**src/rtl/aclk_pkg.sv**
```systemverilog
package aclk_pkg;

    localparam int DIV_W   = 6;
    localparam int FRL_W   = 8;
    localparam int MIN_LOG = 3;
    localparam int OSR_LOG = 8;
    localparam int RAT_W   = OSR_LOG + 1 - MIN_LOG;

    typedef struct packed {
        logic [DIV_W-1:0] div;
        logic             osr_hi;
        logic             no_mclk;
        logic             slave;
        logic [FRL_W-1:0] frl;
    } clk_cfg_t;

    // terminal count of the prescaler; codes 0 and 1 both give zero
    function automatic logic [DIV_W-1:0] div_last(input logic [DIV_W-1:0] d);
        return (d <= DIV_W'(1)) ? '0 : d - DIV_W'(1);
    endfunction

    function automatic logic frame_legal(input logic [FRL_W-1:0] f);
        logic ok;
        ok = 1'b0;
        for (int i = MIN_LOG; i <= FRL_W; i++)
            if (int'(f) + 1 == (1 << i)) ok = 1'b1;
        return ok;
    endfunction

    // master clocks per bit clock, minus one; illegal lengths give zero
    function automatic logic [RAT_W-1:0] ratio_last(input logic [FRL_W-1:0] f,
                                                    input logic osr);
        int r;
        r = 0;
        for (int i = MIN_LOG; i <= FRL_W; i++)
            if (int'(f) + 1 == (1 << i))
                r = (1 << ((osr ? OSR_LOG + 1 : OSR_LOG) - i)) - 1;
        return RAT_W'(r);
    endfunction

endpackage

```
**src/rtl/aclk_modcnt.sv**
```systemverilog
module aclk_modcnt #(
    parameter int W = 8
) (
    input  logic         clk,
    input  logic         rst,
    input  logic         clr,
    input  logic         step,
    input  logic [W-1:0] last,
    output logic         at_first,
    output logic         at_last
);

    logic [W-1:0] cnt;

    always_ff @(posedge clk) begin
        if (rst || clr)
            cnt <= '0;
        else if (step)
            cnt <= (cnt >= last) ? '0 : cnt + W'(1);
    end

    assign at_first = (cnt == '0);
    assign at_last  = (cnt >= last);

    // a clear always brings the count back to its first position
    a_r9_clr_restarts: assert property (@(posedge clk) disable iff (rst)
        $past(clr) |-> at_first);

endmodule

```
**src/rtl/aclk_cfg_check.sv**
```systemverilog
module aclk_cfg_check
    import aclk_pkg::*;
(
    input  logic             clk,
    input  logic             rst,
    input  logic             en,
    input  logic             slave,
    input  logic             no_mclk,
    input  logic [FRL_W-1:0] frl,
    input  logic             clr,
    output logic             flag
);

    logic en_q;
    logic rise;
    logic set_now;

    assign rise    = en & ~en_q;
    assign set_now = rise & ~slave & ~no_mclk & ~frame_legal(frl);

    always_ff @(posedge clk) begin
        if (rst) begin
            en_q <= 1'b0;
            flag <= 1'b0;
        end else begin
            en_q <= en;
            if (set_now)
                flag <= 1'b1;
            else if (clr)
                flag <= 1'b0;
        end
    end

    // without a clear the flag never drops
    a_r8_sticky: assert property (@(posedge clk) disable iff (rst)
        (flag && !clr) |=> flag);

    // a clear while disabled cannot meet a set and empties the flag
    a_r8_clear_idle: assert property (@(posedge clk) disable iff (rst)
        (clr && !en) |=> !flag);

    // the flag only rises after an enabled master cycle with the master clock on
    a_r7_rise_needs_master: assert property (@(posedge clk) disable iff (rst)
        $rose(flag) |-> $past(en && !slave && !no_mclk));

endmodule

```
**src/rtl/aud_clkgen.sv**
```systemverilog
module aud_clkgen
    import aclk_pkg::*;
(
    input  logic             clk,
    input  logic             rst,
    input  logic             en,
    input  logic [DIV_W-1:0] div_val,
    input  logic             osr_hi,
    input  logic             no_mclk,
    input  logic             slave_mode,
    input  logic [FRL_W-1:0] frl,
    input  logic             flag_clr,
    output logic             mclk_tick,
    output logic             bclk_tick,
    output logic             frame_tick,
    output logic             wrong_cfg
);

    clk_cfg_t         cfg;
    logic             idle;
    logic             pre_last;
    logic             base_tick;
    logic             rat_last;
    logic             fr_first;
    logic [RAT_W-1:0] rat_term;

    assign cfg.div     = div_val;
    assign cfg.osr_hi  = osr_hi;
    assign cfg.no_mclk = no_mclk;
    assign cfg.slave   = slave_mode;
    assign cfg.frl     = frl;

    assign idle = ~en;

    // kernel prescaler
    logic pre_first_unused;
    aclk_modcnt #(.W(DIV_W)) u_pre (
        .clk(clk), .rst(rst), .clr(idle), .step(en),
        .last(div_last(cfg.div)),
        .at_first(pre_first_unused), .at_last(pre_last)
    );
    assign base_tick = en & pre_last;

    // master-to-bit ratio stage, collapsed to one when the master clock is off
    assign rat_term = cfg.no_mclk ? '0 : ratio_last(cfg.frl, cfg.osr_hi);
    logic rat_first_unused;
    aclk_modcnt #(.W(RAT_W)) u_rat (
        .clk(clk), .rst(rst), .clr(idle), .step(base_tick & ~cfg.no_mclk),
        .last(rat_term),
        .at_first(rat_first_unused), .at_last(rat_last)
    );

    assign mclk_tick = base_tick & ~cfg.no_mclk;
    assign bclk_tick = base_tick & (cfg.no_mclk | rat_last);

    // frame counter in bit clocks
    logic fr_last_unused;
    aclk_modcnt #(.W(FRL_W)) u_frm (
        .clk(clk), .rst(rst), .clr(idle), .step(bclk_tick),
        .last(cfg.frl),
        .at_first(fr_first), .at_last(fr_last_unused)
    );
    assign frame_tick = bclk_tick & fr_first;

    aclk_cfg_check u_chk (
        .clk(clk), .rst(rst), .en(en), .slave(cfg.slave),
        .no_mclk(cfg.no_mclk), .frl(cfg.frl), .clr(flag_clr),
        .flag(wrong_cfg)
    );

    // nothing pulses while disabled
    a_r9_idle_quiet: assert property (@(posedge clk) disable iff (rst)
        !en |-> !(mclk_tick || bclk_tick || frame_tick));

    // the master strobe is silent when the master clock is off
    a_r3_no_mclk_silent: assert property (@(posedge clk) disable iff (rst)
        no_mclk |-> !mclk_tick);

    // a frame start always sits on a bit-clock strobe
    a_r5_frame_on_bit: assert property (@(posedge clk) disable iff (rst)
        frame_tick |-> bclk_tick);

    // in master-clock mode every bit strobe sits on a master strobe
    a_r4_bit_on_master: assert property (@(posedge clk) disable iff (rst)
        (!no_mclk && bclk_tick) |-> mclk_tick);

    // an illegal length in master-clock mode passes the master strobe through
    a_r10_illegal_passthru: assert property (@(posedge clk) disable iff (rst)
        (!no_mclk && !frame_legal(frl) && mclk_tick) |-> bclk_tick);

    // a divider above one never gives two strobes in a row
    a_r2_spacing: assert property (@(posedge clk) disable iff (rst)
        (mclk_tick && div_val > DIV_W'(1)) |=> !mclk_tick);

endmodule

```
**config.mk**
```make
export PLATFORM = sky130hd
export DESIGN_NAME = aud_clkgen
export DESIGN_NICKNAME = d
export VERILOG_FILES = /design/src/rtl/aclk_pkg.sv /design/src/rtl/aclk_modcnt.sv /design/src/rtl/aclk_cfg_check.sv /design/src/rtl/aud_clkgen.sv
export SDC_FILE = /design/constraint.sdc
export NUM_CORES = 1
export LEC_CHECK = 0
export BUFFER_PORTS_ARGS = -buffer_cell sky130_fd_sc_hd__buf_2
export CORE_MARGIN = 3
export CORE_UTILIZATION = 43
export CTS_BUF_LIST = sky130_fd_sc_hd__clkbuf_2 sky130_fd_sc_hd__clkbuf_4 sky130_fd_sc_hd__clkbuf_8
export DETAILED_ROUTE_END_ITERATION = 10
export PLACE_DENSITY_LB_ADDON = 0.25
export SLEW_MARGIN = 15
export SYNTH_ARGS = -nofsm -noshare
export SYNTH_HDL_FRONTEND = slang
export SYNTH_SLANG_ARGS = --single-unit
```
**constraint.sdc**
```tcl
create_clock -name clk -period 7.5 [get_ports clk]
set_input_delay 0.375 -clock clk [delete_from_list [all_inputs] [get_ports clk]]
set_output_delay 0.375 -clock clk [all_outputs]
set_load 0.1 [all_outputs]
```
==> results.json, run 1 <==
{
  "ys_warn_count": 0,
  "core_um2": 3800,
  "syn_avg_cell_area_um2": 8.25,
  "slew_headroom": 0.392,
  "ys_seq_elements": 22,
  "swShare": 0.255,
  "rows": 22,
  "grt_pass1_vias": 1378,
  "io_pins": 25,
  "ctsHtreeMaxLevel": 1,
  "drv_cap": 0,
  "synth_edf_count": 0,
  "rsz0062_at_grt": "false",
  "fp.dieW_um": 69.8,
  "start_kind": "input pin",
  "fin_crit_ns": 3.62,
  "cts-buffers-inserted": 3,
  "hpwlAfterDp_um": 2760,
  "seq_area_frac_synth": 0.252,
  "sequentialPowerShare": 0.496,
  "postRouteAntennaNets": 0,
  "critPathMaxFanout": 12,
  "initial_core_util": 0.460,
  "crit_chain": "buf_2 -> or3_1 -> or3_1 -> and2_1 -> ha_1 -> nor2b_1 -> o21ai_1 -> a221oi_2 -> nor2_1 -> buf_2",
  "critPathMaxStageDelay_ns": 0.78,
  "portBuffers": 24,
  "design_area_um2": 1970,
  "critPathBufInv": 2,
  "cts_resized": 0,
  "async_reset_ff_frac": 0,
  "grt_pass1_wl_um": 5980,
  "dr.pass1.iters": 4,
  "clk_pin_slew_ns": 0.08,
  "drt-initial-drc-count": 51,
  "syn-num-nets": 259,
  "synth-xor-area-share": 0.0801,
  "gp_congestion": 0.849,
  "yosys.area.top_type": "dfxtp_1",
  "setup_violations": 0,
  "viasPerCell": 5.36,
  "power_frac_clock": 0.354,
  "insertion_delay_ns": 0.26,
  "wl_per_cell_um": 12.0,
  "fp.dieArea_um2": 4870,
  "n_antenna_cell": 0,
  "post-route-period-util": 0.482,
  "clock_sinks": 22,
  "status": "finished clean",
  "syn2layout_area_growth_pct": 12.5,
  "p_comb_frac": 0.150,
  "synth_compound_gate_area_share": 0.154,
  "antenna_found_initial": 0,
  "synthAdderAreaFrac": 0.186,
  "synth_top_family_by_area": "simple AND/OR/NAND/NOR gates",
  "yosys.area_share.simple": 0.278,
  "slew_violations": 0,
  "synth_common_cells": "30 x nor2_1, 26 x ha_1, 22 x dfxtp_1",
  "totalWireLength_um": 3430,
  "switchingPower_mw": 0.0610,
  "cp_data_required_time_ns": 7.12,
  "ir_drop_mv": 0.0743,
  "worstMarginPinSlew_ns": 0.911,
  "cp_data_arrival_time_ns": 3.24,
  "synth_top_cell_area_share": 0.252,
  "drc": 0,
  "p_leak_nw": 0.863,
  "tns_ns": 0,
  "timing.fmax_mhz": 277,
  "clock_skew_ns": 0.00507,
  "synth_cell_type_count": 44,
  "clockBufferDepth": 2,
  "grtUsageTotal": 0.143,
  "cpLargestDelayFamily": "simple AND/OR/NAND/NOR gates",
  "synth.most_common_cell": "nor2_1",
  "synthTopCellsByArea": "dfxtp_1 25%, ha_1 19%, nor2_1 6.4%",
  "cts-root-buf": "clkbuf_8",
  "reg2reg_slack_ns": 5.16,
  "cts_setup_buffers": 0,
  "vias": 1527,
  "fp.dieH_um": 69.8,
  "cp_slowest_cell": "a221oi_2",
  "synthCells": 212,
  "final_hold_viol_count": 0,
  "synth.mux.area_fraction": 0.0114,
  "synth-main-ff-cell": "dfxtp_1",
  "grt-ovfl-total": 0,
  "grt_max_degree": 13,
  "hold_path_class": "in -> reg",
  "critPathCaptureType": "output port",
  "power_density_nw_per_um2": 121,
  "hold_buffers": 0,
  "layout-drive-gt1-share": 0.152,
  "worst-setup-path-type": "in -> out",
  "nets": 285,
  "cts_tree": "done",
  "dpl_cell_area_um2": 1910,
  "syn_area_um2": 1750,
  "p_int_mw": 0.178
}
[sequential cells by signal (all words and copies together) (netlist names)]
name	cells
u_frm.cnt	8
u_pre.cnt	6
u_rat.cnt	6
u_chk.en_q	1
u_chk.flag	1
[power by group through the flow]
stage                     logic (mW)  clock network [mW]  registers (mW)
after floorplan               0.0220                   0           0.122
after global placement        0.0358                   0           0.121
after detailed placement      0.0361                   0           0.121
after CTS                     0.0364              0.0871           0.119
after global routing          0.0413              0.0916           0.119
final                         0.0359              0.0847           0.118
[final timing paths]
kind | from | endpoint | depth (start not counted)
max | div_val[4] | mclk_tick | 10
max reg2reg | u_pre.cnt[0] | u_rat.cnt[1] | 7
min reg2reg | u_pre.cnt[0] | u_pre.cnt[0] | 1
min | rst | u_chk.flag | 2
[per-stage QoR]
stage | total power [mW] | std cells | hold WS (ns) | util | setup WS (ns)
global route | 0.252 | 285 | 0.291 | 0.518 | 3.60
detailed placement | 0.157 | 281 | 0.461 | 0.504 | 3.86
CTS | 0.242 | 285 | 0.279 | 0.518 | 3.86
floorplan | 0.144 | 212 | 0.430 | - | 3.45
global placement | 0.157 | 281 | 0.445 | 0.504 | 3.90
finish | 0.239 | 285 | 0.281 | 0.518 | 3.88
[layout by cell type, fill, tap and decap left out, types with 5 or more instances in the layout]
cell type / n
a21oi_1: 10
a21o_1: 5
ha_1: 26
nand2_1: 14
xor2_1: 7
dfxtp_1: 22
inv_1: 14
nor2_1: 30
nor3_1: 8
nand4_1: 7
xnor2_1: 9
buf_2: 24
nand3_1: 9
[final cells by class]
type                       instances  area [µm²]
multi-input combinational        173        1240
timing repair buffer              24         120
tap                               48        60.1
clock buffer                       4        55.1
inverter                          14        52.6
fill                             384        1830
sequential                        22         440
[cells by family after synthesis]
| kind of cell | Yosys count |
|---|---|
| compound gates | 36 |
| xor+xnor | 16 |
| fa+ha+maj | 26 |
| buf+inv | 17 |
| flops | 22 |
| mux | 2 |
| simple gates | 93 |
[worst register-to-register path, cell delays in order (launching register included)]
cell      delay (ns)
dfxtp_1         0.38
inv_1           0.06
ha_1            0.28
nor2b_1         0.10
o21ai_1         0.10
a221oi_2        0.78
o31ai_1         0.36
a21oi_1         0.20
[routing by layer]
metal / wire length, µm / GRT usage / vias to the layer above / share of wire
met2: 1500 / 0.224 / 25 / 0.44
li1: - / - / 813 / -
met3: 143 / 0.0217 / 2 / 0.042
met4: 12 / 0.0255 / 0 / 0.0035
met5: 0 / 0 / - / 0
met1: 1770 / 0.209 / 687 / 0.52
No activity file was read; power rests on OpenSTA's default activity.
==> inputs of run 2 (changes only) <==
--- a/config.mk
+++ b/config.mk
@@ -5,6 +5,7 @@
 export SDC_FILE = /design/constraint.sdc
 export NUM_CORES = 1
 export LEC_CHECK = 0
+export ABC_AREA = 1
 export BUFFER_PORTS_ARGS = -buffer_cell sky130_fd_sc_hd__buf_2
 export CORE_MARGIN = 3
 export CORE_UTILIZATION = 43
==> constraint.sdc (replaced) <==
create_clock -name clk -period 3.3 [get_ports clk]
set_input_delay 0.165 -clock clk [delete_from_list [all_inputs] [get_ports clk]]
set_output_delay 0.165 -clock clk [all_outputs]
set_load 0.1 [all_outputs]
==> run 2 against run 1 <==
Compared with the run above: critical path depth rose by 12; utilization shrank 1.8 points; synthesized cell count rose by 39%; register-to-register slack lost 3.6 ns; clock skew is 0.0027 ns lower; worst hold slack worse by 0.18 ns; largest power group unchanged.
==> results.json, run 2 <==
{
  "grt_pass1_wl_um": 6630,
  "clock_skew_ns": 0.00234,
  "synthCells": 295,
  "syn2layout_area_growth_pct": 11.4,
  "start_kind": "input pin",
  "power_density_nw_per_um2": 234,
  "layout-drive-gt1-share": 0.149,
  "viasPerCell": 4.95,
  "worst-setup-path-type": "in -> out",
  "syn_area_um2": 1980,
  "yosys.area_share.simple": 0.366,
  "timing.fmax_mhz": 339,
  "syn-num-nets": 342,
  "startpoint": "frl[0]",
  "grtUsageMet2": 0.255,
  "core_um2": 4410,
  "fp.dieH_um": 73.9,
  "rr_worst_depth": 12,
  "synthAdderAreaFrac": 0.164,
  "synth_top_family_by_area": "simple AND/OR/NAND/NOR gates",
  "finalPower_mw": 0.517,
  "drv_cap": 0,
  "fp.dieArea_um2": 5460,
  "synth_compound_gate_area_share": 0.104,
  "top_register": "u_frm.cnt",
  "portBuffers": 24,
  "nFillCells": 464,
  "mostFrequentLayoutCell": "nand2_1",
  "design_area_um2": 2210,
  "reg2reg_slack_ns": 1.55,
  "synth.most_common_cell": "nand2_1",
  "critPathMaxFanout": 9,
  "final_hold_viol_count": 0,
  "cp_data_arrival_time_ns": 2.78,
  "tns_ns": 0,
  "synth.mux.area_fraction": 0,
  "ys_seq_elements": 22,
  "instances_no_fill": 374,
  "rr_startpoint": "u_pre.cnt[0]",
  "hpwlAfterDp_um": 3300,
  "totalWireLength_um": 3890,
  "dr.pass1.iters": 4,
  "p_leak_nw": 1.08,
  "clockBufferDepth": 2,
  "cp_slowest_cell": "buf_2",
  "post-route-period-util": 0.893,
  "synth_top_cell_area_share": 0.222,
  "async_reset_ff_frac": 0,
  "insertion_delay_ns": 0.25,
  "cts-root-buf": "clkbuf_8",
  "dpl.cell_count": 371,
  "cts_resized": 0,
  "seq_area_frac_synth": 0.222,
  "clk_pin_slew_ns": 0.08,
  "synth-xor-area-share": 0.0574,
  "n_antenna_cell": 0,
  "fp.dieW_um": 73.9,
  "initial_core_util": 0.449,
  "postRouteAntennaNets": 0,
  "busiest_layer": "met2",
  "cts-buffers-inserted": 3,
  "vias": 1851,
  "cts_tree": "done",
  "gr-usage-met3": 0.0246,
  "status": "finished clean",
  "slew_violations": 0,
  "reg_top3": "u_frm.cnt x8, u_pre.cnt x6, u_rat.cnt x6",
  "crit_end": "frame_tick",
  "crit_path_frequent_cell": "nand2_1",
  "drt-initial-drc-count": 70,
  "crit_chain": "buf_2 -> nand2_1 -> nor2_1 -> nand2_1 -> nand4_1 -> nand2_1 -> inv_1 -> nand3_1 -> o211ai_1 -> inv_1 -> ha_1 -> inv_1 -> nand2_1 -> nand2_1 -> nand2_1 -> nand2_1 -> nand2_1 -> inv_2 -> nand2_1 -> nand3_2 -> nor2_1 -> buf_2",
  "grtUsageTotal": 0.149,
  "setup_violations": 0,
  "synthTopCellsByArea": "dfxtp_1 22%, ha_1 16%, nand2_1 14%",
  "reg2reg_to": "u_rat.cnt[3]",
  "grt_max_degree": 12,
  "synth_common_cells": "74 x nand2_1, 41 x inv_1, 31 x nor2_1",
  "cts_setup_buffers": 0,
  "most-common-layout-cells": "74 x nand2_1, 41 x inv_1, 31 x nor2_1",
  "cp_data_required_time_ns": 3.13,
  "grt_pass1_vias": 1531,
  "grt_use_met1": 0.204,
  "dpl_cell_area_um2": 2170,
  "io_pins": 25,
  "fin_crit_ns": 2.95,
  "ir_drop_mv": 0.294,
  "ys_warn_count": 0,
  "slew_headroom": 0.680,
  "rows": 24,
  "grt-ovfl-total": 0,
  "antenna_found_initial": 0,
  "synth-main-ff-cell": "dfxtp_1",
  "largest_reg_flops": 8,
  "critPathCaptureType": "output port",
  "yosys.area.top_type": "dfxtp_1",
  "syn_avg_cell_area_um2": 6.72,
  "worstMarginPinSlew_ns": 0.483,
  "nets": 371,
  "wl_per_cell_um": 10.4,
  "ctsHtreeMaxLevel": 1,
  "drc": 0,
  "rsz0062_at_grt": "false",
  "utilization": 0.500,
  "gp_congestion": 0.832,
  "hold_buffers": 0,
  "clock_sinks": 22,
  "hold_path_class": "in -> reg",
  "critPathMaxStageDelay_ns": 0.43,
  "synth_cell_type_count": 31,
  "synth_edf_count": 0
}
-- run 2: cell count changes after synthesis, moves of 4 or more --
cell      change
a21oi_1      +11
inv_1        +27
nand2_1      +60
nand2b_1      -4
nand3_1       +7
o211ai_1      +4
xnor2_1       -6
-- run 2: cells by family after synthesis --
logic type | after synthesis
simple gates | 154
compound gates | 35
fa+ha+maj | 26
buf+inv | 45
xor+xnor | 13
flops | 22
-- run 2: metal layers --
| metal | vias to the layer above | share of wire |
|---|---|---|
| met1 | 809 | 0.51 |
| met3 | 2 | 0.030 |
| li1 | 1018 | - |
| met4 | 0 | 0.0026 |
| met5 | - | 0 |
| met2 | 22 | 0.46 |
-- run 2: power by group --
group / total (mW) / switching (mW) / internal [mW]
sequential: 0.269 / 0.00142 / 0.268
clock: 0.162 / 0.0809 / 0.0812
combinational: 0.0861 / 0.0563 / 0.0298
-- run 2: area by class of cell --
class	count	area, µm²	share of cell area
Sequential cell	22	440	0.199
Clock buffer	3	41.3	0.0187
Inverter	45	170	0.0771
Timing Repair Buffer	24	120	0.0544
Multi-Input combinational cell	228	1370	0.621
Tap cell	52	65.1	0.0295
-- run 2: worst max-delay path: cells and delay by family --
kind | cells | cell delay, ns
adder cells (fa/ha/maj) | 1 | 0.27
AND/OR/NAND/NOR | 14 | 1.47
AO/OA/AOI/OAI | 1 | 0.08
buffers and inverters | 6 | 0.79
-- run 2: worst min path at each step --
stage	end	from	depth (start not counted)	slack [ns]
floorplan	u_chk.flag	rst	1	0.23
CTS	u_chk.flag	rst	2	0.09
global placement	u_chk.flag	rst	2	0.37
global route	u_chk.flag	rst	2	0.08
finish	u_chk.flag	rst	2	0.1
detailed placement	u_chk.flag	rst	2	0.37
-- run 2: stage by stage --
step                      worst slack [ns]  hold WS (ns)
after floorplan                     0.0544         0.234
after global placement               0.343         0.366
after detailed placement             0.351         0.371
after CTS                            0.332        0.0909
after global routing                0.0739        0.0842
final                                0.353        0.0970
==> inputs of run 3 (changes only) <==
==> constraint.sdc (replaced) <==
create_clock -name clk -period 3.3 [get_ports clk]
set_input_delay 0.66 -clock clk [delete_from_list [all_inputs] [get_ports clk]]
set_output_delay 0.66 -clock clk [all_outputs]
set_load 0.1 [all_outputs]
==> run 3 against run 2 <==
Compared with the run above: clock skew is 0.0014 ns higher; the flow now finishes with violations (negative setup slack); combinational power is 42% higher; first-iteration DRC count is 16% lower; worst hold slack better by 0.35 ns; critical path type unchanged; maximum frequency is 12% lower; final cell count is 8.6% higher; clock power is 19% higher; wire length is 16% higher; highest routed layer unchanged; via count is 7.7% higher; sequential power hardly changed; flip-flop and latch count stayed put; cell area is 22% higher.
==> results.json, run 3 (synthesis results as in run 2) <==
{
  "clock_sinks": 22,
  "start_kind": "input pin",
  "most-common-layout-cells": "61 x nand2_1, 35 x inv_1, 31 x buf_4",
  "regArea_um2": 440,
  "reg2reg_to": "u_rat.cnt[3]",
  "cts-root-buf": "clkbuf_8",
  "antenna_found_initial": 0,
  "startpoint": "frl[1]",
  "p_leak_nw": 1.28,
  "crit_end": "bclk_tick",
  "rsz0062_at_grt": "true",
  "grt_max_degree": 13,
  "setup_violations": 2,
  "worst-setup-path-type": "in -> out",
  "n_antenna_cell": 0,
  "largest_reg_flops": 8,
  "wl_met2_um": 2220,
  "grt_pass1_wl_um": 7510,
  "hold_buffers": 0,
  "fp.dieH_um": 73.9,
  "instances_no_fill": 406,
  "reg2reg_slack_ns": 0.99,
  "hpwlAfterDp_um": 3500,
  "drc": 0,
  "io_pins": 25,
  "gp_congestion": 0.879,
  "multiInputGateArea_um2": 1520,
  "core_um2": 4410,
  "hold_path_class": "reg -> reg",
  "post-route-period-util": 1.01,
  "reg_top3": "u_frm.cnt x8, u_pre.cnt x6, u_rat.cnt x6",
  "cp_data_required_time_ns": 2.64,
  "grtUsageTotal": 0.170,
  "layout-drive-gt1-share": 0.314,
  "totalWireLength_um": 4500,
  "fp.dieW_um": 73.9,
  "dpl.cell_count": 391,
  "initial_core_util": 0.449,
  "grt_pass1_vias": 1805,
  "critPathCaptureType": "output port",
  "ctsHtreeMaxLevel": 1,
  "final_hold_viol_count": 0,
  "status": "complete, but fails checks",
  "ir_drop_mv": 0.256,
  "failed_checks": "negative setup slack",
  "top_register": "u_frm.cnt",
  "rr_startpoint": "u_rat.cnt[0]",
  "clock_skew_ns": 0.00369,
  "drv_cap": 0,
  "dp_worst_setup_slack_ns": -0.171,
  "drt-initial-drc-count": 59,
  "syn2layout_area_growth_pct": 36.1,
  "nFillCells": 421,
  "worstMarginPinSlew_ns": 0.490,
  "mostFrequentLayoutCell": "nand2_1",
  "nets": 402,
  "fin_crit_ns": 3.34,
  "critPathMaxFanout": 3,
  "rows": 24,
  "cp_data_arrival_time_ns": 2.68,
  "clockBufferDepth": 2,
  "wl_per_cell_um": 11.1,
  "cts-buffers-inserted": 3,
  "grt-ovfl-total": 0,
  "hold_ws_ns": 0.450,
  "timing.fmax_mhz": 299,
  "slew_violations": 0,
  "cts_tree": "done",
  "insertion_delay_ns": 0.26,
  "portBuffers": 24,
  "slew_headroom": 0.675,
  "postRouteAntennaNets": 0,
  "fp.dieArea_um2": 5460,
  "dr.pass1.iters": 4,
  "drt-met1-wl_um": 2130,
  "power_density_nw_per_um2": 216,
  "vias": 1994,
  "finalWorstSetupSlack_ns": -0.0400,
  "rr_worst_depth": 18,
  "clk_pin_slew_ns": 0.08,
  "viasPerCell": 4.91,
  "dr_wl_met3_um": 109,
  "routed.top_layer": "met4"
}
run 3: changes by cell type in the layout (fill, tap and decap cells not counted), sizes merged:
cell	change
buf	+31
clkbuf	+1
run 3: where the power goes:
part           internal, mW  switching (mW)
sequential            0.268         0.00162
clock                 0.106          0.0859
combinational        0.0515          0.0704
total                 0.426           0.158
run 3: worst max-delay path: stages:
cell	delay [ns]
buf_8	0.09
nand2_8	0.06
nor3_4	0.18
nand4_1	0.15
buf_4	0.18
buf_4	0.12
o211ai_1	0.16
ha_1	0.27
nand2_2	0.09
a21oi_2	0.04
nor2_2	0.08
nand2_2	0.08
buf_4	0.15
nor2_4	0.13
nor2_8	0.06
buf_12	0.16
run 3: worst min-delay path by stage:
stage            startpoint            to  slack, ns  depth (start not counted)
6_report       u_pre.cnt[0]  u_pre.cnt[0]       0.45                          1
5_1_grt        u_pre.cnt[0]  u_pre.cnt[0]       0.48                          1
4_1_cts        u_pre.cnt[0]  u_pre.cnt[0]       0.46                          1
3_5_place_dp   u_pre.cnt[0]  u_pre.cnt[0]       0.44                          1
3_3_place_gp   u_pre.cnt[0]  u_pre.cnt[0]       0.43                          1
2_1_floorplan  u_pre.cnt[0]  u_pre.cnt[0]       0.42                          1
run 3: final cells by class:
class                      instances  area share
sequential                        22       0.163
inverter                          45      0.0640
tap                               52      0.0241
timing repair buffer              55       0.164
clock buffer                       4      0.0204
multi-input combinational        228       0.564
run 3: repair_timing:
action / in CTS / in global routing
hold endpoints to repair: 0 / 0
pin swaps: 8 / 15
setup buffers: 8 / 3
resized for setup: 11 / 29
setup endpoints to repair: 2 / 7
run 3: metal layers:
metal	up-vias	global-route usage
met5	-	0
met4	0	0.0402
met3	5	0.0287
met2	23	0.284
met1	891	0.226
li1	1075	-
run 3: metrics by stage:
stage	instance area (µm²)	utilization	setup TNS (ns)	total power, mW
after floorplan	2060	-	-0.0354	0.336
after global placement	2440	0.552	-0.238	0.379
after detailed placement	2440	0.552	-0.277	0.381
after CTS	2590	0.587	-0.0531	0.586
after global routing	2700	0.611	-0.368	0.620
final	2700	0.611	-0.0529	0.584
